===== src/rtl/fpanel_pkg.sv =====
package fpanel_pkg;

    localparam int NBTN      = 6;
    localparam int BTN_STEP  = 0;
    localparam int BTN_LDPC  = 1;
    localparam int BTN_DEP   = 2;
    localparam int BTN_LDA   = 3;
    localparam int BTN_DISP  = 4;
    localparam int BTN_CLEAR = 5;

    typedef enum logic [1:0] {
        SRC_PC = 2'd0,
        SRC_MA = 2'd1,
        SRC_MD = 2'd2,
        SRC_AC = 2'd3
    } src_e;

    typedef enum logic [1:0] {
        ST_IDLE  = 2'd0,
        ST_WRITE = 2'd1,
        ST_BUMP  = 2'd2
    } pst_e;

endpackage


===== src/rtl/btn_conditioner.sv =====
module btn_conditioner #(
    parameter int N_BTN      = 6,
    parameter int DEB_CYCLES = 16
) (
    input  logic             clk,
    input  logic             rst_n,
    input  logic [N_BTN-1:0] raw_i,
    output logic [N_BTN-1:0] press_o
);
    localparam int CW = $clog2(DEB_CYCLES + 1);
    localparam logic [CW-1:0] CNT_LAST = CW'(DEB_CYCLES - 1);

    for (genvar b = 0; b < N_BTN; b++) begin : g_btn
        logic          s1, s2, stable, pulse;
        logic [CW-1:0] cnt;

        always_ff @(posedge clk or negedge rst_n) begin
            if (!rst_n) begin
                s1     <= 1'b0;
                s2     <= 1'b0;
                stable <= 1'b0;
                pulse  <= 1'b0;
                cnt    <= '0;
            end else begin
                s1    <= raw_i[b];
                s2    <= s1;
                pulse <= 1'b0;
                if (s2 == stable) begin
                    cnt <= '0;
                end else if (cnt == CNT_LAST) begin
                    stable <= s2;
                    cnt    <= '0;
                    pulse  <= s2;
                end else begin
                    cnt <= cnt + 1'b1;
                end
            end
        end

        assign press_o[b] = pulse;


        press_pulse_chk: assert property (@(posedge clk) disable iff (!rst_n)
            pulse |=> !pulse);
    end

endmodule


===== src/rtl/panel_fsm.sv =====
module panel_fsm
    import fpanel_pkg::*;
#(
    parameter int DATA_W = 12
) (
    input  logic              clk,
    input  logic              rst_n,
    input  logic              step_i,
    input  logic              ldpc_i,
    input  logic              dep_i,
    input  logic              lda_i,
    input  logic              clr_i,
    input  logic              run_i,
    input  logic [DATA_W-1:0] sw_val_i,
    input  logic              sw_link_i,
    output logic [DATA_W-1:0] pc_o,
    output logic [DATA_W-1:0] ma_o,
    output logic [DATA_W-1:0] md_o,
    output logic [DATA_W-1:0] ac_o,
    output logic              link_o,
    output logic              mem_we_o
);
    pst_e state, nxt;
    logic [DATA_W-1:0] pc, ma, md, ac;
    logic              link;

    always_ff @(posedge clk or negedge rst_n) begin
        if (!rst_n) state <= ST_IDLE;
        else        state <= nxt;
    end

    always_comb begin
        nxt = state;
        unique case (state)
            ST_IDLE:  if (!clr_i && dep_i && !run_i) nxt = ST_WRITE;
            ST_WRITE: nxt = clr_i ? ST_IDLE : ST_BUMP;
            ST_BUMP:  nxt = ST_IDLE;
            default:  nxt = ST_IDLE;
        endcase
    end

    always_ff @(posedge clk or negedge rst_n) begin
        if (!rst_n) begin
            pc   <= '0;
            ma   <= '0;
            md   <= '0;
            ac   <= '0;
            link <= 1'b0;
        end else if (clr_i) begin
            pc   <= '0;
            ma   <= '0;
            md   <= '0;
            ac   <= '0;
            link <= 1'b0;
        end else begin
            unique case (state)
                ST_IDLE: begin
                    if (!run_i) begin
                        if (step_i) begin
                            pc <= pc + 1'b1;
                        end else if (ldpc_i) begin
                            pc <= sw_val_i;
                        end else if (dep_i) begin
                            ma <= pc;
                            md <= sw_val_i;
                        end else if (lda_i) begin
                            ac   <= sw_val_i;
                            link <= sw_link_i;
                        end
                    end
                end
                ST_WRITE: ;
                ST_BUMP:  pc <= pc + 1'b1;
                default:  ;
            endcase
        end
    end

    always_comb begin
        mem_we_o = (state == ST_WRITE);
        pc_o     = pc;
        ma_o     = ma;
        md_o     = md;
        ac_o     = ac;
        link_o   = link;
    end


    pc_step_chk: assert property (@(posedge clk) disable iff (!rst_n)
        (state == ST_IDLE && step_i && !run_i && !clr_i) |=> pc == $past(pc) + 1'b1);


    we_single_chk: assert property (@(posedge clk) disable iff (!rst_n)
        mem_we_o |=> !mem_we_o);


    clear_chk: assert property (@(posedge clk) disable iff (!rst_n)
        clr_i |=> (pc == '0 && ac == '0 && !link && ma == '0));


    run_lock_chk: assert property (@(posedge clk) disable iff (!rst_n)
        (run_i && !clr_i && state == ST_IDLE) |=> ($stable(ac) && $stable(link) && $stable(pc)));

endmodule


===== src/rtl/disp_sel.sv =====
module disp_sel
    import fpanel_pkg::*;
#(
    parameter int DATA_W = 12
) (
    input  logic              clk,
    input  logic              rst_n,
    input  logic              disp_i,
    input  logic              clr_i,
    input  logic [DATA_W-1:0] pc_i,
    input  logic [DATA_W-1:0] ma_i,
    input  logic [DATA_W-1:0] md_i,
    input  logic [DATA_W-1:0] ac_i,
    output logic [DATA_W-1:0] led_val_o,
    output logic [3:0]        led_src_o
);
    src_e sel;

    always_ff @(posedge clk or negedge rst_n) begin
        if (!rst_n)      sel <= SRC_PC;
        else if (clr_i)  sel <= SRC_PC;
        else if (disp_i) begin
            unique case (sel)
                SRC_PC:  sel <= SRC_MA;
                SRC_MA:  sel <= SRC_MD;
                SRC_MD:  sel <= SRC_AC;
                SRC_AC:  sel <= SRC_PC;
                default: sel <= SRC_PC;
            endcase
        end
    end

    always_comb begin
        led_src_o = 4'b0001 << sel;
        unique case (sel)
            SRC_PC:  led_val_o = pc_i;
            SRC_MA:  led_val_o = ma_i;
            SRC_MD:  led_val_o = md_i;
            SRC_AC:  led_val_o = ac_i;
            default: led_val_o = pc_i;
        endcase
    end


    src_onehot_chk: assert property (@(posedge clk) disable iff (!rst_n)
        $countones(led_src_o) == 1);


    src_advance_chk: assert property (@(posedge clk) disable iff (!rst_n)
        (disp_i && !clr_i) |=> sel == 2'($past(sel) + 2'd1));

endmodule


===== src/rtl/fpanel_ctrl.sv =====
module fpanel_ctrl
    import fpanel_pkg::*;
#(
    parameter int DATA_W     = 12,
    parameter int DEB_CYCLES = 16
) (
    input  logic              clk,
    input  logic              rst_n,
    input  logic [DATA_W-1:0] sw_val,
    input  logic              sw_link,
    input  logic              sw_run,
    input  logic              pb_step,
    input  logic              pb_ldpc,
    input  logic              pb_dep,
    input  logic              pb_lda,
    input  logic              pb_disp,
    input  logic              pb_clear,
    output logic [DATA_W-1:0] led_val,
    output logic [3:0]        led_src,
    output logic              led_link,
    output logic              led_run,
    output logic [DATA_W-1:0] mem_addr,
    output logic [DATA_W-1:0] mem_wdata,
    output logic              mem_we
);
    logic [NBTN-1:0]   raw, press;
    logic              run_s1, run_s2;
    logic [DATA_W-1:0] pc, ma, md, ac;
    logic              link;

    always_comb begin
        raw            = '0;
        raw[BTN_STEP]  = pb_step;
        raw[BTN_LDPC]  = pb_ldpc;
        raw[BTN_DEP]   = pb_dep;
        raw[BTN_LDA]   = pb_lda;
        raw[BTN_DISP]  = pb_disp;
        raw[BTN_CLEAR] = pb_clear;
    end

    always_ff @(posedge clk or negedge rst_n) begin
        if (!rst_n) begin
            run_s1 <= 1'b0;
            run_s2 <= 1'b0;
        end else begin
            run_s1 <= sw_run;
            run_s2 <= run_s1;
        end
    end

    btn_conditioner #(.N_BTN(NBTN), .DEB_CYCLES(DEB_CYCLES)) u_btn (
        .clk(clk), .rst_n(rst_n), .raw_i(raw), .press_o(press)
    );

    panel_fsm #(.DATA_W(DATA_W)) u_fsm (
        .clk(clk), .rst_n(rst_n),
        .step_i(press[BTN_STEP]), .ldpc_i(press[BTN_LDPC]),
        .dep_i(press[BTN_DEP]), .lda_i(press[BTN_LDA]),
        .clr_i(press[BTN_CLEAR]), .run_i(run_s2),
        .sw_val_i(sw_val), .sw_link_i(sw_link),
        .pc_o(pc), .ma_o(ma), .md_o(md), .ac_o(ac), .link_o(link),
        .mem_we_o(mem_we)
    );

    disp_sel #(.DATA_W(DATA_W)) u_disp (
        .clk(clk), .rst_n(rst_n),
        .disp_i(press[BTN_DISP]), .clr_i(press[BTN_CLEAR]),
        .pc_i(pc), .ma_i(ma), .md_i(md), .ac_i(ac),
        .led_val_o(led_val), .led_src_o(led_src)
    );

    assign led_link  = link;
    assign led_run   = run_s2;
    assign mem_addr  = ma;
    assign mem_wdata = md;


    run_led_chk: assert property (@(posedge clk) disable iff (!rst_n)
        $past(run_s1) |-> led_run);

endmodule


===== config.mk =====
export PLATFORM = sky130hd
export DESIGN_NAME = fpanel_ctrl
export DESIGN_NICKNAME = d
export VERILOG_FILES = /design/src/rtl/fpanel_pkg.sv /design/src/rtl/btn_conditioner.sv /design/src/rtl/panel_fsm.sv /design/src/rtl/disp_sel.sv /design/src/rtl/fpanel_ctrl.sv
export SDC_FILE = /design/constraint.sdc
export NUM_CORES = 1
export LEC_CHECK = 0
export ABC_AREA = 0
export BUFFER_PORTS_ARGS = -buffer_cell sky130_fd_sc_hd__buf_2
export CAP_MARGIN = 30
export CORE_UTILIZATION = 40
export DETAILED_ROUTE_END_ITERATION = 8
export SETUP_SLACK_MARGIN = 0.02
export SYNTH_ARGS = -nofsm -noshare
export SYNTH_HDL_FRONTEND = slang
export SYNTH_SLANG_ARGS = --single-unit
export TNS_END_PERCENT = 10

===== constraint.sdc =====
create_clock -name clk -period 2.4 [get_ports clk]
set_input_delay 0.36 -clock clk [delete_from_list [all_inputs] [get_ports clk]]
set_output_delay 0.36 -clock clk [all_outputs]
set_load 0.03 [all_outputs]

# == Yosys cells after proc, flatten, opt, wreduce, memory -nomap -nowiden ==
# Index checks and enable logic that the tools add are counted.
# word_totals
ff_bits,109
rom_bits,0
elab_cells,159
latch_bits,0
ram_bits,0
memories,0
out_inout_bits,43
# op_classes
bitwise_logic,6
n_eq_ne,24
n_shift,1
div,0
n_mux,62
mul,0
n_addsub,7
order_cmp,0
reduce_logical,20
# ops
operator,n
12-bit two-way mux,23
5-bit two-way mux,12
12-bit one-hot mux with 4 select lines,1
"5-bit by 1-bit adder with 5-bit output, second input constant",6
"5-bit by 4-bit equality test with 1-bit output, second input constant",6
12-bit one-hot mux with 2 select lines,1
1-bit two-way mux,19
"12-bit by 1-bit adder with 12-bit output, second input constant",1
2-bit AND reduction,6
2-bit two-way mux,4
2-bit one-hot mux with 4 select lines,1
2-bit nonzero test,4
1-bit equality test,6
"2-bit equality test, second input constant",3
"2-bit inequality test, second input constant",3
1-bit inverter,6
6-bit AND reduction,1
5-bit AND reduction,1
"2-bit by 1-bit equality test with 1-bit output, second input constant",2
2-bit logical NOT,2
"2-bit by 1-bit inequality test with 1-bit output, second input constant",2
"4-bit inequality test, second input constant",1
2-bit one-hot mux with 2 select lines,1
"1-bit by 2-bit left shift with 4-bit output, first input constant",1
other kinds (5),7

# == Logic depth before layout (Yosys ltp) ==
# Gate-level depths: netlist of run 1.
# logic_depth
depth_word,7
depth_mapped,6
ltp_nobuf,5

# == By module ==
# From an unflattened synthesis of run 1, not the netlist that was laid out.
# unflattened
hier_cells,480
hier_area_um2,5076.1
# modules_own_cells
mod,n_inst,cells_per_inst,area_per_inst_um2,seq_area_each_um2
panel_fsm,1,268,2497.4,1276.2
btn_conditioner,1,156,2072.0,1351.3
disp_sel,1,54,456.7,50.0
fpanel_ctrl,1,2,50.0,50.0

# == Worst setup path after synthesis of run 1 ==
# OpenSTA, ideal clock, no wires.
# synth_timing
kind,reg2out
startpoint,register u_disp.sel[0]
endpoint,output port led_val[10]
path_slack_ns,0.026
stages_incl_launch_ff,5
t_required_ns,2.040
path_buffers,1
arrival_time_ns,2.014
cell_sequence,dfrtp_1 inv_1 ha_1 buf_1 mux2i_1
# synth_via
elab_chain_cells,2
word_cells_on_any_way,5
classes_between,eq/ne (3); mux (1); reduce/logical (1)
# synth_rtl
element,line_no,source
from (decl),disp_sel.sv:17,src_e sel;
from (signal assigned),disp_sel.sv:20,if (!rst_n) sel <= SRC_PC;
from (signal assigned),disp_sel.sv:21,else if (clr_i) sel <= SRC_PC;
from (signal assigned),disp_sel.sv:24,SRC_PC: sel <= SRC_MA;
"2-bit equality test, or another cell as far along",disp_sel.sv:35,unique case (sel)
12-bit one-hot mux with 4 select lines (*),disp_sel.sv:35,
to (decl),fpanel_ctrl.sv:18,"output logic [DATA_W-1:0] led_val,"
# Mark *: on every way between the ends. The rest lies on a longest branch, timed or not.

# == Worst setup path after layout of run 1 ==
# layout_timing
startpoint,register u_disp.sel[0]
endpoint,output port led_val[11]
# The elaborated chain is that of the path after synthesis.

==> results.sh, run 1 <==
export IMPL_fin_setup_tns_ps=0
export IMPL_clkPwrFrac_pct=40.1
export IMPL_first_global_vias=3448
export IMPL_grt_start_max_net_pins=53
export IMPL_mostFrequentLayoutCells="dfrtp_1 (109), buf_2 (63), nor2_1 (44)"
export IMPL_async_reset_ff_share_pct=100
export IMPL_dpl_hpwl_mm=7.50
export IMPL_gr_total_overflow=0
export IMPL_yosys_warnings=0
export IMPL_cp_end_kind="primary output"
export IMPL_hold_class="input port to register"
export IMPL_switching_power_uw=810
export IMPL_power_density_nw_per_um2=617
export IMPL_required_ps=2040
export IMPL_clkSlewWorstSetupHoldPaths_ps=70
export IMPL_skew_ps=6.75
export IMPL_ys_flop_type="dfrtp_1"
export IMPL_synth_area_per_cell_um2=11.5
export IMPL_antenna_found_initial=0
export IMPL_power_mw=3.52
export IMPL_tightest_slew_ps=582
export IMPL_slew_headroom_pct=61.1
export IMPL_pre_cts_ws_ps=478
export IMPL_clock_fmax_mhz=438
export IMPL_critPathMaxFanout=13
export IMPL_ys_types=49
export IMPL_r2r_slack_ps=620
export IMPL_dr_pass1_iters=5
export IMPL_drive_gt1_share_pct=21.6
export IMPL_wl_per_cell_um=16.6
export IMPL_dr_first_iter_drc_count=192
export IMPL_synth_seq_cells=109
export IMPL_n_antenna_cell=0
export IMPL_cts_buffers=9
export IMPL_synthesis_area_um2=4900
export IMPL_dieArea_um2=12700
export IMPL_fin_nets=533
export IMPL_routed_wl_mm=10.8
export IMPL_switching_share_pct=23.0
export IMPL_rows=40
export IMPL_drt_vias_per_instance=5.29
export IMPL_setup_ws_ps=115
export IMPL_die_w_um=113
export IMPL_post_cts_setup_buffers=0
export IMPL_p_comb_share_pct=5.4
export IMPL_placed_cell_area_um2=5410
export IMPL_synth_cells=428
export IMPL_grt_use_total_pct=18.5
export IMPL_rsz0062_at_grt="yes"
export IMPL_cts_path_max_buffers=2
export IMPL_portBuffers=64
export IMPL_hold_viol_final=0
export IMPL_place_congestion=0.791
export IMPL_power_leakage_nw=2.99
export IMPL_grt_first_pass_wirelength_mm=17.8
export IMPL_final_area_um2=5700
export IMPL_critical_path_class="register to primary output"
export IMPL_arrival_ps=1930
export IMPL_setup_viol=0
export IMPL_clk_latency_ps=360
export IMPL_seq_power_share_pct=54.6
export IMPL_finalCriticalPeriod_ps=2290
export IMPL_pin_count=65
export IMPL_ir_drop_uv=533
export IMPL_area_growth_pct=16.4
export IMPL_synth_edf_count=0
export IMPL_yosysSeqAreaShare_pct=55.7
export IMPL_period_share_pct=95.2
export IMPL_die_h_um=113
export IMPL_start_util_pct=41.0
export IMPL_coreArea_um2=12000
export IMPL_tritoncts="yes"
export IMPL_cp_start_kind="register"
export IMPL_drc=0
export IMPL_detail_route_antenna_nets=0
export IMPL_syn_nets=461
export IMPL_intPower_mw=2.71
export IMPL_h_tree_depth=3
export IMPL_via_count=3449
export IMPL_drv_slew=0
export IMPL_clock_sinks=109
export IMPL_cap_violations=0
export IMPL_cts_root_buf="clkbuf_16"
export IMPL_status="completed"
export IMPL_final_common_cell="dfrtp_1"
## state kept, by name (all words and copies together), names as in the netlist, 12 cells and up
| signal | flops |
|---|---|
| u_fsm.pc_o | 12 |
| u_fsm.ac_o | 12 |
| u_fsm.md_o | 12 |
| u_fsm.ma_o | 12 |
| u_btn.g_btn.cnt | 30 |
## worst paths after layout
path,from,cells after the start,to
max,u_disp.sel[0],6,led_val[11]
min,pb_disp,1,u_btn.g_btn[4].s1
max reg2reg,u_fsm.state[1],4,u_fsm.ma_o[11]
min reg2reg,u_btn.g_btn[3].s1,0,u_btn.g_btn[3].s2
max in group asynchronous,rst_n,3,u_btn.g_btn[5].stable
min in group asynchronous,rst_n,2,u_fsm.md_o[6]
## Yosys cell counts (3+ instances only)
master,count,area (um2)
nor2_1,44,165
inv_1,23,86.3
and2_1,6,37.5
nor2_2,3,18.8
a22oi_1,4,30.0
clkbuf_1,5,18.8
buf_6,3,33.8
and3_1,7,43.8
xor2_1,18,158
o21ai_0,7,35.0
nand2_1,20,75.1
dfrtp_1,109,2730
o2bb2ai_1,6,52.6
nand4_1,3,18.8
a222oi_1,12,120
a22o_1,13,114
mux2_2,6,67.6
nand2b_1,14,87.6
xnor2_1,3,26.3
nor4b_1,6,52.6
ha_1,11,138
nor2b_1,3,18.8
nand3_1,14,70.1
a21oi_1,8,40.0
o21ai_1,20,100
mux2i_1,27,270
## cell families after synthesis
group,after synthesis,synth area share (%)
xor+xnor,21,3.75
fa+ha+maj,11,2.81
buf+inv,37,3.50
mux,33,6.89
simple gates,130,13.9
compound gates,87,13.5
flops,109,55.7
## final cells by class
class / instances / area (um2)
flip-flops and latches: 109 / 2730
well taps: 147 / 184
inverters: 23 / 86.3
fillers: 1115 / 6260
multi-input cells: 282 / 2010
repair buffers: 75 / 420
clock inverters: 4 / 22.5
clock buffers: 12 / 256
## worst max-delay path, stage by stage, from the launching register on
cell      delay, ps
dfrtp_1         430
inv_1            90
ha_1            200
buf_4           190
a222oi_1        320
mux2i_1         140
buf_2           200
## metal layers
| layer | up-vias | global-route usage [%] | wire [um] |
|---|---|---|---|
| li1 | 1669 | - | - |
| met1 | 1673 | 24.0 | 4910 |
| met2 | 88 | 30.1 | 5250 |
| met3 | 19 | 4.18 | 451 |
| met4 | 0 | 7.38 | 230 |
| met5 | - | 0 | 0 |
## power by group through the flow
stage	clock [mW]	sequential (mW)	combinational (mW)
after detailed placement	0	1.96	0.191
final	1.41	1.92	0.188
after global routing	1.52	1.93	0.216
after floorplan	0	1.97	0.0726
after global placement	0	1.95	0.186
after CTS	1.45	1.92	0.194
## through the flow
stage	std cells	hold slack (ps)	util, %
global placement	635	332	45.2
finish	652	103	47.7
CTS	652	94.8	47.6
floorplan	428	64.4	-
detailed placement	635	335	45.2
global route	652	89.8	47.7
## timing repair
| action | in CTS | in global routing |
|---|---|---|
| setup endpoints to repair | 0 | 9 |
| endpoints found under the hold margin | 8 | 0 |
| gates resized for setup | 0 | 2 |
| hold buffers | 1 | 0 |
Note: power is estimated with default switching activity, not from simulation.
==> run 2: changes to the inputs <==
--- a/config.mk
+++ b/config.mk
@@ -5,11 +5,12 @@
 export SDC_FILE = /design/constraint.sdc
 export NUM_CORES = 1
 export LEC_CHECK = 0
-export ABC_AREA = 0
+export ABC_AREA = 1
 export BUFFER_PORTS_ARGS = -buffer_cell sky130_fd_sc_hd__buf_2
 export CAP_MARGIN = 30
 export CORE_UTILIZATION = 40
 export DETAILED_ROUTE_END_ITERATION = 8
+export RECOVER_POWER = 100
 export SETUP_SLACK_MARGIN = 0.02
 export SYNTH_ARGS = -nofsm -noshare
 export SYNTH_HDL_FRONTEND = slang
==> results.sh, run 2 <==
export IMPL_status="completed"
export IMPL_finalCriticalPeriod_ps=2320
export IMPL_first_global_vias=3833
export IMPL_detail_route_antenna_nets=0
export IMPL_place_congestion=0.854
export IMPL_holdPathEnd="u_btn.g_btn[4].s1"
export IMPL_synth_area_per_cell_um2=8.57
export IMPL_die_h_um=114
export IMPL_synthTopCellsByArea="dfrtp_1 (55%), nand2_1 (9.9%), inv_1 (6.2%)"
export IMPL_dpl_hpwl_mm=8.53
export IMPL_dr_first_iter_drc_count=203
export IMPL_setup_viol=0
export IMPL_switching_power_uw=791
export IMPL_coreArea_um2=12100
export IMPL_arrival_ps=1960
export IMPL_antenna_found_initial=0
export IMPL_grt_start_max_net_pins=48
export IMPL_synth_top_area_cell="dfrtp_1"
export IMPL_fin_setup_tns_ps=0
export IMPL_reg2regPathDepth=4
export IMPL_clk_latency_ps=340
export IMPL_mostFrequentLayoutCells="nand2_1 (133), dfrtp_1 (109), inv_1 (81)"
export IMPL_cts_root_buf="clkbuf_16"
export IMPL_wl_per_cell_um=14.2
export IMPL_critPathMaxFanout=11
export IMPL_regMostFlops="u_btn.g_btn.cnt"
export IMPL_cts_buffers=9
export IMPL_pre_cts_ws_ps=399
export IMPL_drive_gt1_share_pct=12.6
export IMPL_syn_nets=614
export IMPL_synthesis_area_um2=4980
export IMPL_period_share_pct=96.7
export IMPL_synth_seq_cells=109
export IMPL_synth_top_area_share_pct=54.8
export IMPL_p_comb_share_pct=4.1
export IMPL_die_w_um=114
export IMPL_clock_fmax_mhz=431
export IMPL_drc=0
export IMPL_final_common_cell="nand2_1"
export IMPL_grt_first_pass_wirelength_mm=19.3
export IMPL_rows=40
export IMPL_clkPwrFrac_pct=42.1
export IMPL_cap_violations=0
export IMPL_cts_path_max_buffers=2
export IMPL_top_usage_layer="met2"
export IMPL_pin_count=65
export IMPL_synth_edf_count=0
export IMPL_clkSlewWorstSetupHoldPaths_ps=70
export IMPL_via_count=3975
export IMPL_drt_vias_per_instance=4.84
export IMPL_ys_flop_type="dfrtp_1"
export IMPL_h_tree_depth=3
export IMPL_n_antenna_cell=0
export IMPL_drv_slew=0
export IMPL_rr_startpoint="u_fsm.state[1]"
export IMPL_use_met2_pct=31.4
export IMPL_start_util_pct=41.3
export IMPL_power_density_nw_per_um2=612
export IMPL_r2r_end="u_fsm.ac_o[6]"
export IMPL_setup_ws_ps=79.2
export IMPL_yosysSeqAreaShare_pct=54.8
export IMPL_clock_sinks=109
export IMPL_hold_viol_final=0
export IMPL_seq_power_share_pct=53.8
export IMPL_dieArea_um2=12900
export IMPL_grt_use_total_pct=19.4
export IMPL_required_ps=2040
export IMPL_cp_start_kind="register"
export IMPL_cp_end_kind="primary output"
export IMPL_async_reset_ff_share_pct=100
export IMPL_tightest_slew_ps=1190
export IMPL_portBuffers=64
export IMPL_yosys_top_cells_count="nand2_1 (132), dfrtp_1 (109), inv_1 (82)"
export IMPL_rsz0062_at_grt="yes"
export IMPL_power_leakage_nw=2.98
export IMPL_routed_wl_mm=11.6
export IMPL_grtUsageMet3_pct=4.36
export IMPL_intPower_mw=2.73
export IMPL_synthMostInstantiatedCell="nand2_1"
export IMPL_critical_path_class="register to primary output"
export IMPL_dr_pass1_iters=4
export IMPL_yosys_warnings=0
export IMPL_hold_path_startpoint="pb_disp"
export IMPL_use_met1_pct=26.3
export IMPL_skew_ps=5.14
export IMPL_ir_drop_uv=493
export IMPL_largest_reg_flops=30
export IMPL_min_delay_path_depth=1
export IMPL_ys_types=29
export IMPL_slew_headroom_pct=20.5
export IMPL_synth_cells=581
export IMPL_tritoncts="yes"
export IMPL_fin_nets=682
export IMPL_gr_total_overflow=0
export IMPL_r2r_slack_ps=570
export IMPL_area_growth_pct=15.6
export IMPL_hold_class="input port to register"
export IMPL_switching_share_pct=22.4
run 2: cell types whose count changed after synthesis, sizes merged, moves of 7 or more:
cell    previous run  this run
o21ai             28        45
nand2b            14         0
xor2              18         7
o22ai              2        24
nand2             21       140
and3               7         0
inv               23        84
a22o              13         0
mux2i             27         0
nor2              47        77
nand3             15        26
a222oi            12         0
or2                1         8
run 2: worst max-delay path, cell delays in order, from the launching register on:
cell     delay (ps)
dfrtp_1         420
ha_1            260
inv_1           230
o22ai_2         250
a21oi_1          60
o21ai_0         170
buf_2           220
run 2: metal layers:
| metal | vias up | part of all wire [%] |
|---|---|---|
| li1 | 1971 | - |
| met3 | 16 | 6.2 |
| met4 | 0 | 1.6 |
| met1 | 1857 | 46 |
| met5 | - | 0 |
| met2 | 131 | 47 |
run 2: layout make-up:
class	count	area, um2
Tap cell	168	210
Fill cell	1208	6300
Clock inverter	6	70.1
Clock buffer	9	225
Multi-Input combinational cell	373	1860
Sequential cell	109	2730
Timing Repair Buffer	71	343
Inverter	84	319
Timing Repair inverter	1	7.51
run 2: stage by stage:
step           cells  instance area (um2)  utilization, %  hold slack (ps)  power [mW]
2_1_floorplan    581                 4980               -             64.4        2.00
3_3_place_gp     804                 5500            45.6              334        2.08
3_5_place_dp     805                 5520            45.7              337        2.09
4_1_cts          820                 5810            48.2             61.5        3.58
5_1_grt          821                 5760            47.7             95.8        3.67
6_report         821                 5760            47.7              115        3.52
run 2: worst max-delay path by stage:
stage / startpoint / end
6_report: u_disp.sel[1] / led_val[1]
2_1_floorplan: u_disp.sel[0] / led_val[1]
5_1_grt: u_disp.sel[0] / led_val[10]
4_1_cts: u_disp.sel[0] / led_val[1]
3_5_place_dp: u_disp.sel[0] / led_val[3]
3_3_place_gp: u_disp.sel[0] / led_val[11]
run 2: cells by family (layout without fill, tap and decap cells):
kind of cell             after synthesis  count (layout)  synth area share [%]
AO/OA/AOI/OAI                         83              83                  9.75
buffers and inverters                 99             171                  8.07
flip-flops                           109             109                  54.8
XOR/XNOR                              13              13                  2.29
adder cells (fa/ha/maj)               11              11                  2.76
AND/OR/NAND/NOR                      266             266                  22.4
run 2: what timing repair did:
action	4_1_cts	5_1_grt
hold buffers	0	0
gates cloned	0	1
buffers inserted	0	0
endpoints found under the setup margin	2	12
pin swaps	0	0
resized for setup	1	17
run 2: power groups by stage:
stage | clock network, mW | registers (mW) | logic [mW]
3_3_place_gp | 0 | 1.93 | 0.152
2_1_floorplan | 0 | 1.93 | 0.0684
3_5_place_dp | 0 | 1.93 | 0.154
5_1_grt | 1.60 | 1.90 | 0.169
6_report | 1.49 | 1.90 | 0.143
4_1_cts | 1.53 | 1.90 | 0.155
==> run 3: changes to the inputs <==
==> constraint.sdc (replaced) <==
create_clock -name clk -period 2.4 [get_ports clk]
set_input_delay 0.36 -clock clk [delete_from_list [all_inputs] [get_ports clk]]
set_output_delay 0.36 -clock clk [all_outputs]
set_load 0.005 [all_outputs]
==> results.sh, run 3 (synthesis results as in run 2) <==
export IMPL_status="completed"
export IMPL_critical_path_class="register to primary output"
export IMPL_die_h_um=114
export IMPL_post_cts_setup_buffers=0
export IMPL_tritoncts="yes"
export IMPL_required_ps=2040
export IMPL_grt_first_pass_wirelength_mm=19.0
export IMPL_place_congestion=0.862
export IMPL_pre_cts_ws_ps=428
export IMPL_slowest_stage="dfrtp_1"
export IMPL_final_common_cell="nand2_1"
export IMPL_cts_buffers=9
export IMPL_antenna_found_initial=0
export IMPL_finalCriticalPeriod_ps=2360
export IMPL_dieArea_um2=12900
export IMPL_drv_slew=0
export IMPL_drc=0
export IMPL_h_tree_depth=3
export IMPL_portBuffers=64
export IMPL_setup_ws_ps=37.2
export IMPL_ir_drop_uv=539
export IMPL_drive_gt1_share_pct=15.9
export IMPL_coreArea_um2=12100
export IMPL_grt_start_max_net_pins=55
export IMPL_power_leakage_nw=3.03
export IMPL_period_share_pct=98.5
export IMPL_mostFrequentLayoutCells="nand2_1 (132), dfrtp_1 (109), inv_1 (82)"
export IMPL_routed_wl_mm=11.9
export IMPL_critPathBufInv=2
export IMPL_setup_viol=0
export IMPL_clock_sinks=109
export IMPL_first_global_vias=3789
export IMPL_dpl_hpwl_mm=8.58
export IMPL_hold_viol_final=0
export IMPL_clkSlewWorstSetupHoldPaths_ps=70
export IMPL_gr_total_overflow=0
export IMPL_arrival_ps=2000
export IMPL_clk_latency_ps=350
export IMPL_placed_cell_area_um2=5490
export IMPL_rsz0062_at_grt="yes"
export IMPL_die_w_um=114
export IMPL_cts_path_max_buffers=2
export IMPL_slowest_delay_ps=430
export IMPL_area_growth_pct=16.6
export IMPL_drt_vias_per_instance=4.80
export IMPL_tightest_slew_ps=942
export IMPL_cp_end_kind="primary output"
export IMPL_cp_start_kind="register"
export IMPL_n_antenna_cell=0
export IMPL_cap_violations=0
export IMPL_final_area_um2=5810
export IMPL_clock_fmax_mhz=423
export IMPL_start_util_pct=41.3
export IMPL_rows=40
export IMPL_grt_use_total_pct=19.3
export IMPL_power_density_nw_per_um2=617
export IMPL_hold_class="input port to register"
export IMPL_largest_reg_flops=30
export IMPL_slew_headroom_pct=37.2
export IMPL_wl_per_cell_um=14.4
export IMPL_detail_route_antenna_nets=0
export IMPL_cts_root_buf="clkbuf_16"
export IMPL_path_cells="ha_1 > inv_1 > o22ai_1 > a21oi_1 > o21ai_0 > buf_2"
export IMPL_dr_first_iter_drc_count=243
export IMPL_regMostFlops="u_btn.g_btn.cnt"
export IMPL_critPathMaxFanout=11
export IMPL_fin_nets=681
export IMPL_skew_ps=7.33
export IMPL_dr_pass1_iters=4
export IMPL_pin_count=65
export IMPL_crit_family="buffers and inverters"
export IMPL_via_count=3938
-- run 3: changes by cell type in the layout (fill, tap and decap cells not counted), moves of 2 or more --
cell	previous run	this run
clkbuf_1	32	14
buf_4	4	1
o21ai_0	39	34
o21ai_2	1	6
buf_2	30	51
clkbuf_8	0	2
-- run 3: metal layers --
layer	share of wire [%]	GRT usage [%]	wire length (um)	up-vias
met2	46	31.4	5480	109
met5	0	0	0	-
met3	5.6	5.37	668	10
li1	-	-	-	1970
met1	47	25.7	5600	1849
met4	0.97	4.74	115	0
-- run 3: path summary, 6_finish.rpt --
kind | from | to | slack, ps | cells past startpoint
min in group asynchronous | rst_n | u_fsm.md_o[8] | 680 | 2
max in group asynchronous | rst_n | u_btn.g_btn[3].stable | 360 | 3
max reg2reg | u_btn.g_btn[5].pulse | u_fsm.ma_o[4] | 200 | 4
min | pb_disp | u_btn.g_btn[4].s1 | 120 | 1
max | u_disp.sel[1] | led_val[3] | 40 | 6
min reg2reg | u_btn.g_btn[4].s1 | u_btn.g_btn[4].s2 | 350 | 0
-- run 3: worst register-to-register path: stages (launching register included) --
cell and delay [ps]:
dfrtp_1 780, inv_1 340, o21ai_1 550, buf_12 270, o22ai_1 110
-- run 3: timing repair --
action,in CTS,in global routing
hold endpoints to repair,27,0
resized for setup,0,10
hold buffers,1,0
setup endpoints to repair,0,12
-- run 3: layout make-up --
cell class / instances / area (um2)
multi-input cells: 373 / 1870
repair buffers: 70 / 359
fillers: 1190 / 6250
well taps: 168 / 210
clock buffers: 12 / 256
inverters: 84 / 319
repair inverters: 1 / 7.51
flip-flops and latches: 109 / 2730
clock inverters: 4 / 55.1
-- run 3: power by group --
part	internal, mW	switching (mW)
combinational	0.0496	0.0935
clock	0.873	0.672
sequential	1.87	0.0233
-- run 3: metrics by stage --
| stage | utilization (%) | hold WS, ps | setup TNS, ps | power, mW | std cells |
|---|---|---|---|---|---|
| floorplan | - | 64.4 | 0 | 1.99 | 581 |
| global placement | 45.3 | 332 | 0 | 2.08 | 802 |
| detailed placement | 45.5 | 336 | 0 | 2.08 | 803 |
| CTS | 48.2 | 103 | 0 | 3.64 | 820 |
| global route | 48.2 | 96.5 | -190 | 3.73 | 821 |
| finish | 48.2 | 117 | 0 | 3.58 | 821 |
